**src/rtl/pmon_pkg.sv**
```systemverilog
package pmon_pkg;
  localparam int REG_W   = 32;
  localparam int IDX_W   = 5;
  localparam int CYC_IDX = 31;
  localparam int EV_W    = 10;

  localparam logic [EV_W-1:0] EV_SWINC = 10'h000;
  localparam logic [EV_W-1:0] EV_CYCLE = 10'h011;

  localparam int WIDE_BIT = 16;
  localparam int FILT_LO  = 27;

  localparam logic [REG_W-1:0] CTRL_KEEP = 32'h0000_0039;
  localparam logic [7:0]       IMPL_CODE = 8'h41;
  localparam int CTRL_EN       = 0;
  localparam int CTRL_ZERO_EVT = 1;
  localparam int CTRL_ZERO_CYC = 2;

  localparam logic [7:0] A_CTRL     = 8'h00;
  localparam logic [7:0] A_CEN_SET  = 8'h01;
  localparam logic [7:0] A_CEN_CLR  = 8'h02;
  localparam logic [7:0] A_IEN_SET  = 8'h03;
  localparam logic [7:0] A_IEN_CLR  = 8'h04;
  localparam logic [7:0] A_OVS_SET  = 8'h05;
  localparam logic [7:0] A_OVS_CLR  = 8'h06;
  localparam logic [7:0] A_SWINC    = 8'h07;
  localparam logic [7:0] A_SEL      = 8'h08;
  localparam logic [7:0] A_ITYPE    = 8'h09;
  localparam logic [7:0] A_IVAL     = 8'h0A;
  localparam logic [7:0] A_TYPE_BLK = 8'h20;
  localparam logic [7:0] A_VAL_BLK  = 8'h40;
endpackage

```
**src/rtl/pmon_mask_reg.sv**
```systemverilog
module pmon_mask_reg #(
  parameter int         W    = 32,
  parameter logic [W-1:0] KEEP = '1
) (
  input  logic         clk,
  input  logic         rst,
  input  logic         set_we,
  input  logic         clr_we,
  input  logic [W-1:0] wdata,
  input  logic [W-1:0] hw_set,
  output logic [W-1:0] q,
  output logic [W-1:0] nxt
);
  // hardware set is applied after the clear, so a same-edge event stays sticky
  always_comb begin
    nxt = q;
    if (set_we) nxt = nxt | wdata;
    if (clr_we) nxt = nxt & ~wdata;
    nxt = (nxt | hw_set) & KEEP;
  end

  always_ff @(posedge clk) begin
    if (rst) q <= '0;
    else     q <= nxt;
  end
endmodule

```
**src/rtl/pmon_ctr_slot.sv**
```systemverilog
module pmon_ctr_slot import pmon_pkg::*; #(
  parameter int CNT_W    = 64,
  parameter int NARROW_W = 32,
  parameter int EVT_W    = 32,
  parameter bit IS_CYCLE = 1'b0
) (
  input  logic             clk,
  input  logic             rst,
  input  logic             cnt_en,
  input  logic [EVT_W-1:0] evt_in,
  input  logic             sw_hit,
  input  logic             zero_req,
  input  logic             type_we,
  input  logic             val_we,
  input  logic [REG_W-1:0] wdata,
  output logic [REG_W-1:0] rd_val,
  output logic [REG_W-1:0] type_rd,
  output logic             ovf
);
  localparam int FILT_W = REG_W - FILT_LO;

  logic [CNT_W-1:0]  cnt_q;
  logic [FILT_W-1:0] filt_q;
  logic              wide_q;
  logic [EV_W-1:0]   ev_num;
  logic              hit;
  logic              at_top;
  logic              inc;

  if (IS_CYCLE) begin : g_cyc
    logic unused_inputs;
    assign unused_inputs = ^{evt_in, sw_hit};
    assign ev_num = EV_CYCLE;
    assign hit    = 1'b1;
  end else begin : g_evt
    logic [EV_W-1:0] ev_q;
    always_ff @(posedge clk) begin
      if (rst)          ev_q <= '0;
      else if (type_we) ev_q <= wdata[EV_W-1:0];
    end
    assign ev_num = ev_q;
    always_comb begin
      hit = 1'b0;
      for (int k = 0; k < EVT_W; k++)
        if (ev_q == EV_W'(k)) hit = evt_in[k];
      if (ev_q == EV_SWINC) hit = sw_hit;
      if (ev_q == EV_CYCLE) hit = 1'b1;
    end
  end

  always_ff @(posedge clk) begin
    if (rst) begin
      filt_q <= '0;
      wide_q <= 1'b0;
    end else if (type_we) begin
      filt_q <= wdata[REG_W-1:FILT_LO];
      wide_q <= wdata[WIDE_BIT];
    end
  end

  assign inc    = cnt_en & hit;
  assign at_top = wide_q ? (&cnt_q) : (&cnt_q[NARROW_W-1:0]);
  assign ovf    = inc & at_top & ~zero_req & ~val_we;

  always_ff @(posedge clk) begin
    if (rst)           cnt_q <= '0;
    else if (zero_req) cnt_q <= '0;
    else if (val_we)   cnt_q <= CNT_W'(wdata);
    else if (inc)      cnt_q <= cnt_q + 1'b1;
  end

  assign rd_val  = cnt_q[REG_W-1:0];
  assign type_rd = {filt_q, {(FILT_LO-WIDE_BIT-1){1'b0}}, wide_q,
                    {(WIDE_BIT-EV_W){1'b0}}, ev_num};
endmodule

```
**src/rtl/pmon_bank.sv**
```systemverilog
module pmon_bank import pmon_pkg::*; #(
  parameter int NUM_CTR  = 4,
  parameter int EVT_W    = 32,
  parameter int ADDR_W   = 8,
  parameter int CNT_W    = 64,
  parameter int NARROW_W = 32
) (
  input  logic              clk,
  input  logic              rst,
  input  logic              reg_wr,
  input  logic              reg_rd,
  input  logic [ADDR_W-1:0] reg_addr,
  input  logic [REG_W-1:0]  reg_wdata,
  output logic [REG_W-1:0]  reg_rdata,
  input  logic [EVT_W-1:0]  evt_in,
  output logic              irq
);
  localparam int SLOTS = 1 << IDX_W;
  localparam logic [REG_W-1:0] IDX_KEEP =
    32'((64'd1 << NUM_CTR) - 64'd1) | (32'd1 << CYC_IDX);
  localparam logic [REG_W-1:0] CTRL_FIXED =
    {IMPL_CODE, 8'h00, 5'(NUM_CTR), 11'd0};
  localparam logic [ADDR_W-1:0] BLK_MASK = ~ADDR_W'(SLOTS - 1);

  // address decode
  logic hit_ctrl, hit_cset, hit_cclr, hit_iset, hit_iclr, hit_oset, hit_oclr;
  logic hit_swinc, hit_sel, hit_itype, hit_ival, is_dtype, is_dval;
  logic [IDX_W-1:0] didx;

  assign hit_ctrl  = reg_addr == ADDR_W'(A_CTRL);
  assign hit_cset  = reg_addr == ADDR_W'(A_CEN_SET);
  assign hit_cclr  = reg_addr == ADDR_W'(A_CEN_CLR);
  assign hit_iset  = reg_addr == ADDR_W'(A_IEN_SET);
  assign hit_iclr  = reg_addr == ADDR_W'(A_IEN_CLR);
  assign hit_oset  = reg_addr == ADDR_W'(A_OVS_SET);
  assign hit_oclr  = reg_addr == ADDR_W'(A_OVS_CLR);
  assign hit_swinc = reg_addr == ADDR_W'(A_SWINC);
  assign hit_sel   = reg_addr == ADDR_W'(A_SEL);
  assign hit_itype = reg_addr == ADDR_W'(A_ITYPE);
  assign hit_ival  = reg_addr == ADDR_W'(A_IVAL);
  assign is_dtype  = (reg_addr & BLK_MASK) == ADDR_W'(A_TYPE_BLK);
  assign is_dval   = (reg_addr & BLK_MASK) == ADDR_W'(A_VAL_BLK);
  assign didx      = reg_addr[IDX_W-1:0];

  // control and select
  logic [REG_W-1:0] ctrl_q;
  logic [IDX_W-1:0] sel_q;
  logic             zero_evt, zero_cyc;

  assign zero_evt = reg_wr & hit_ctrl & reg_wdata[CTRL_ZERO_EVT];
  assign zero_cyc = reg_wr & hit_ctrl & reg_wdata[CTRL_ZERO_CYC];

  always_ff @(posedge clk) begin
    if (rst) begin
      ctrl_q <= '0;
      sel_q  <= '0;
    end else if (reg_wr) begin
      if (hit_ctrl) ctrl_q <= reg_wdata & CTRL_KEEP;
      if (hit_sel)  sel_q  <= reg_wdata[IDX_W-1:0];
    end
  end

  // masks
  logic [REG_W-1:0] cnten_q, inten_q, ovs_q;
  logic [REG_W-1:0] cnten_nxt_unused, inten_nxt, ovs_nxt;
  logic [REG_W-1:0] ovf_a;

  pmon_mask_reg #(.W(REG_W), .KEEP(IDX_KEEP)) u_cnten (
    .clk(clk), .rst(rst), .set_we(reg_wr & hit_cset), .clr_we(reg_wr & hit_cclr),
    .wdata(reg_wdata), .hw_set('0), .q(cnten_q), .nxt(cnten_nxt_unused));

  pmon_mask_reg #(.W(REG_W), .KEEP(IDX_KEEP)) u_inten (
    .clk(clk), .rst(rst), .set_we(reg_wr & hit_iset), .clr_we(reg_wr & hit_iclr),
    .wdata(reg_wdata), .hw_set('0), .q(inten_q), .nxt(inten_nxt));

  pmon_mask_reg #(.W(REG_W), .KEEP(IDX_KEEP)) u_ovs (
    .clk(clk), .rst(rst), .set_we(reg_wr & hit_oset), .clr_we(reg_wr & hit_oclr),
    .wdata(reg_wdata), .hw_set(ovf_a), .q(ovs_q), .nxt(ovs_nxt));

  // counter slots
  logic [REG_W-1:0] type_a [SLOTS];
  logic [REG_W-1:0] val_a  [SLOTS];

  for (genvar i = 0; i < SLOTS; i++) begin : g_slot
    if (i < NUM_CTR || i == CYC_IDX) begin : g_live
      logic tw, vw;
      assign tw = reg_wr & ((is_dtype & (didx == IDX_W'(i))) |
                            (hit_itype & (sel_q == IDX_W'(i))));
      assign vw = reg_wr & ((is_dval & (didx == IDX_W'(i))) |
                            (hit_ival & (sel_q == IDX_W'(i))));
      pmon_ctr_slot #(
        .CNT_W(CNT_W), .NARROW_W(NARROW_W), .EVT_W(EVT_W),
        .IS_CYCLE(i == CYC_IDX)
      ) u_slot (
        .clk(clk), .rst(rst),
        .cnt_en(ctrl_q[CTRL_EN] & cnten_q[i]),
        .evt_in(evt_in),
        .sw_hit(reg_wr & hit_swinc & reg_wdata[i]),
        .zero_req((i == CYC_IDX) ? zero_cyc : zero_evt),
        .type_we(tw), .val_we(vw), .wdata(reg_wdata),
        .rd_val(val_a[i]), .type_rd(type_a[i]), .ovf(ovf_a[i]));
    end else begin : g_none
      assign val_a[i]  = '0;
      assign type_a[i] = '0;
      assign ovf_a[i]  = 1'b0;
    end
  end

  // read path
  logic [IDX_W-1:0] rd_idx;
  logic [REG_W-1:0] rd_mux;

  assign rd_idx = (is_dtype | is_dval) ? didx : sel_q;

  always_comb begin
    rd_mux = '0;
    if (hit_ctrl)                   rd_mux = CTRL_FIXED | ctrl_q;
    else if (hit_cset | hit_cclr)   rd_mux = cnten_q;
    else if (hit_iset | hit_iclr)   rd_mux = inten_q;
    else if (hit_oset | hit_oclr)   rd_mux = ovs_q;
    else if (hit_sel)               rd_mux = REG_W'(sel_q);
    else if (hit_itype | is_dtype)  rd_mux = type_a[rd_idx];
    else if (hit_ival | is_dval)    rd_mux = val_a[rd_idx];
  end

  always_ff @(posedge clk) begin
    if (rst) begin
      reg_rdata <= '0;
      irq       <= 1'b0;
    end else begin
      if (reg_rd) reg_rdata <= rd_mux;
      irq <= |(ovs_nxt & inten_nxt);
    end
  end
endmodule

```
**config.mk**
```make
export PLATFORM = sky130hd
export DESIGN_NAME = pmon_bank
export DESIGN_NICKNAME = d
export VERILOG_FILES = /design/src/rtl/pmon_pkg.sv /design/src/rtl/pmon_mask_reg.sv /design/src/rtl/pmon_ctr_slot.sv /design/src/rtl/pmon_bank.sv
export SDC_FILE = /design/constraint.sdc
export NUM_CORES = 1
export LEC_CHECK = 0
export BUFFER_PORTS_ARGS = -buffer_cell sky130_fd_sc_hd__buf_2
export CAP_MARGIN = 20
export CORE_MARGIN = 1
export CORE_UTILIZATION = 35
export DETAILED_ROUTE_END_ITERATION = 8
export PLACE_DENSITY = 0.57
export RECOVER_POWER = 50
export SYNTH_ARGS = -nofsm -noshare
export SYNTH_HDL_FRONTEND = slang
export SYNTH_HIERARCHICAL = 1
export SYNTH_SLANG_ARGS = --single-unit
```
**constraint.sdc**
```tcl
create_clock -name clk -period 4.3 [get_ports clk]
set_input_delay 0.86 -clock clk [delete_from_list [all_inputs] [get_ports clk]]
set_output_delay 0.86 -clock clk [all_outputs]
set_load 0.03 [all_outputs]
```
==> results.txt <==
----------------------------------------------------
[Worst hold path]
  Min-Delay Path Depth ... 2
  Min-delay worst type ... flip-flop to flip-flop
  Hold path start ... ctrl_q[3]

[Clocking]
  Max clock buf depth ... 3
  Hold buffers post-CTS ... 0
  Setup fix buffers added after clock tree synthesis ... 0
  Cells resized by post-CTS repair ... 0
  Number of buffers created by CTS ... 53
  CTS tree ... built
  Clock Tree Root ... clkbuf_16
  Number of levels the H-tree was split into ... 2
  Register clock-pin slew on the reported worst setup and hold paths ... 0.06 ns
  Clock insertion delay at the later pin of the skew report ... 0.62 ns
  TritonCTS Sinks ... 447

[GRT]
  Global routing usage summed across all routing layers ... 0.2267
  Global-route wire length before repair ... 166.2 mm
  Via count of the first global-routing pass ... 27120
  Antenna violations before repair ... 20
  Leftover overflow at the end of global routing ... 0
  Pin count of the biggest net entering global routing ... 84

[STA]
  Max Clock Skew ... 0.02420 ns
  Count of final setup violators ... 0
  Final worst-path cycle share ... 0.9395
  Hold slack ... 0.4649 ns
  Tightest slew margin relative to the limit ... -0.04870
  Number of failing hold endpoints at the final stage ... 0
  Crit path time final ... 4.040 ns
  Tightest Pin Transition ... 1.567 ns
  Setup TNS ... 0 ns
  Unrepaired setup endpoints after global routing ... false
  Total count of max-transition violations in the final report ... 85
  Highest clock rate ... 247.5 MHz

[Worst setup path]
  Slowest cell on the critical path ... nor2_1
  Data required, critical path ... 4.84 ns
  Path type of the worst setup path ... input pin to flip-flop
  Source of the critical timing path ... reg_addr[5]
  Reg-to-reg startpoint ... sel_q[4]
  Most common cell type on the critical path ... buf_4
  Setup crit start kind ... input pin
  CP Data Arrival Time ... 4.58 ns
  R2R depth ... 9
  Critical path capture point type ... flip-flop
  Cell Chain, Critical Path ... clkbuf_1 -> buf_4 -> xnor2_1 -> nor2_1 -> mux2_2 -> buf_4 -> clkbuf_2 -> a21oi_1 -> a311oi_1 -> o21ai_1 -> o211ai_1
  Crit path largest cell delay ... 1.18 ns
  Maximum fanout count along the critical path ... 19

[Place]
  Placed instance count ... 5319
  Number of buffers inserted by port buffering ... 106
  Placed cell area ... 32480 um2
  Gpl congestion ... 0.9679
  HPWL after detailed placement ... 78.55 mm

[Power]
  Maximum vdd ir drop ... 0.3056 mV
  Power density cells ... 282.0 nW/um2
  Lkg Pwr ... 10.93 nW

[Routing]
  Mean routed wirelength per cell ... 20.31 um
  Routed via count ... 29920
  Post-Route WL ... 110.2 mm
  Remaining antenna violation count after routing ... 0
  Post-route DRC violation count ... 0
  Number of detailed-route iterations in the first pass ... 5
  DRC violation total after the first TritonRoute iteration ... 2737
  DR vias/cell ... 5.513

[Floorplan]
  Floorplan die width ... 306.7 um
  Vertical die dimension ... 306.7 um
  Starting utilization of the core area ... 0.3540
  Core Rows ... 111
  Core Region ... 91800 um2
  Boundary pin count ... 109
  Die Outline Area ... 94080 um2

[Finish]
  Util after Layout ... 0.3716
  Top library cells by usage in the layout, fill and taps aside ... dfxtp_1, nand2_1, nor2_1
  Layout Cell Area excl Fill ... 34120 um2
  Count of filler cells inserted in the layout ... 9630
  Leading cell type in the layout, fill and taps excluded ... dfxtp_1
  Proportion of layout cells with a drive suffix above 1 ... 0.1062
  Non-filler cells, final ... 5428
  # nets final ... 4216
  Post-synthesis to final-layout area growth ... 4.974%

[Flow run]
  Number of maximum-capacitance violations ... 4

[Synth]
  Avg Cell Area, Syn ... 7.651 um2
  Netlist area before placement ... 32500 um2
  Number of instances in the synthesized netlist ... 4248
  Total number of yosys warnings ... 6

[Status]
  Failing checks ... capacitance limit, slew limit
  Run status ... finished, violations left

----------------------------------------------------
==> through the flow <==
stage / worst slack (ns) / power (mW)
after floorplan: 0.1958 / 4.883
after global placement: -0.08995 / 5.064
after detailed placement: -0.03635 / 5.065
after CTS: 0.5533 / 9.687
after global routing: 0.1122 / 9.944
final: 0.2603 / 9.620
==> worst max-delay path, delay by kind of cell <==
kind / cells / cell delay (ns)
AOI/OAI and AO/OA: 4 / 0.74
and+or+nand+nor: 1 / 1.18
buffers and inverters: 4 / 0.92
xor gates and xnor gates: 1 / 0.18
muxes: 1 / 0.68
==> report_power, final <==
part	leakage [nW]	total [mW]	internal, mW	switching (mW)
logic	6.45	0.812	0.231	0.580
registers	3.60	4.19	4.16	0.0243
clock network	0.874	4.62	2.70	1.92
==> worst paths after layout <==
path,end,slack [ns]
worst min-delay path,ctrl_q[3],0.46
worst max-delay path,reg_rdata[2],0.26
worst max register to register,g_slot[0].g_live.u_slot/cnt_q[0],0.42
worst min register to register,ctrl_q[3],0.46
==> flip-flops by register name, summed over array words and instances, names as in the netlist <==
| name | count |
|---|---|
| g_slot.g_live.u_slot/filt_q | 25 |
| reg_rdata | 32 |
| g_slot.g_live.u_slot/ev_num | 40 |
| irq | 1 |
| u_ovs/q | 5 |
| u_cnten/q | 5 |
| g_slot.g_live.u_slot/cnt_q | 320 |
| u_inten/q | 5 |
| ctrl_q | 4 |
| g_slot.g_live.u_slot/wide_q | 5 |
| sel_q | 5 |
==> per-layer routing <==
layer,track usage,vias to the layer above,part of all wire
li1,-,14440,-
met1,0.3014,14060,0.44
met2,0.3453,1163,0.43
met3,0.06285,239,0.094
met4,0.08860,24,0.041
met5,0,-,0.0013
==> cell type report <==
| class | count | area, um2 | area share |
|---|---|---|---|
| multi-input cells | 3279 | 19860 | 0.5821 |
| flip-flops and latches | 447 | 8949 | 0.2623 |
| clock buffers | 88 | 1669 | 0.04892 |
| repair buffers | 254 | 1584 | 0.04643 |
| well taps | 1243 | 1555 | 0.04558 |
| inverters | 100 | 375.4 | 0.01100 |
| clock inverters | 11 | 111.4 | 0.003264 |
| diodes | 6 | 15.01 | 0.0004401 |
(Power assumes the default switching activity.)
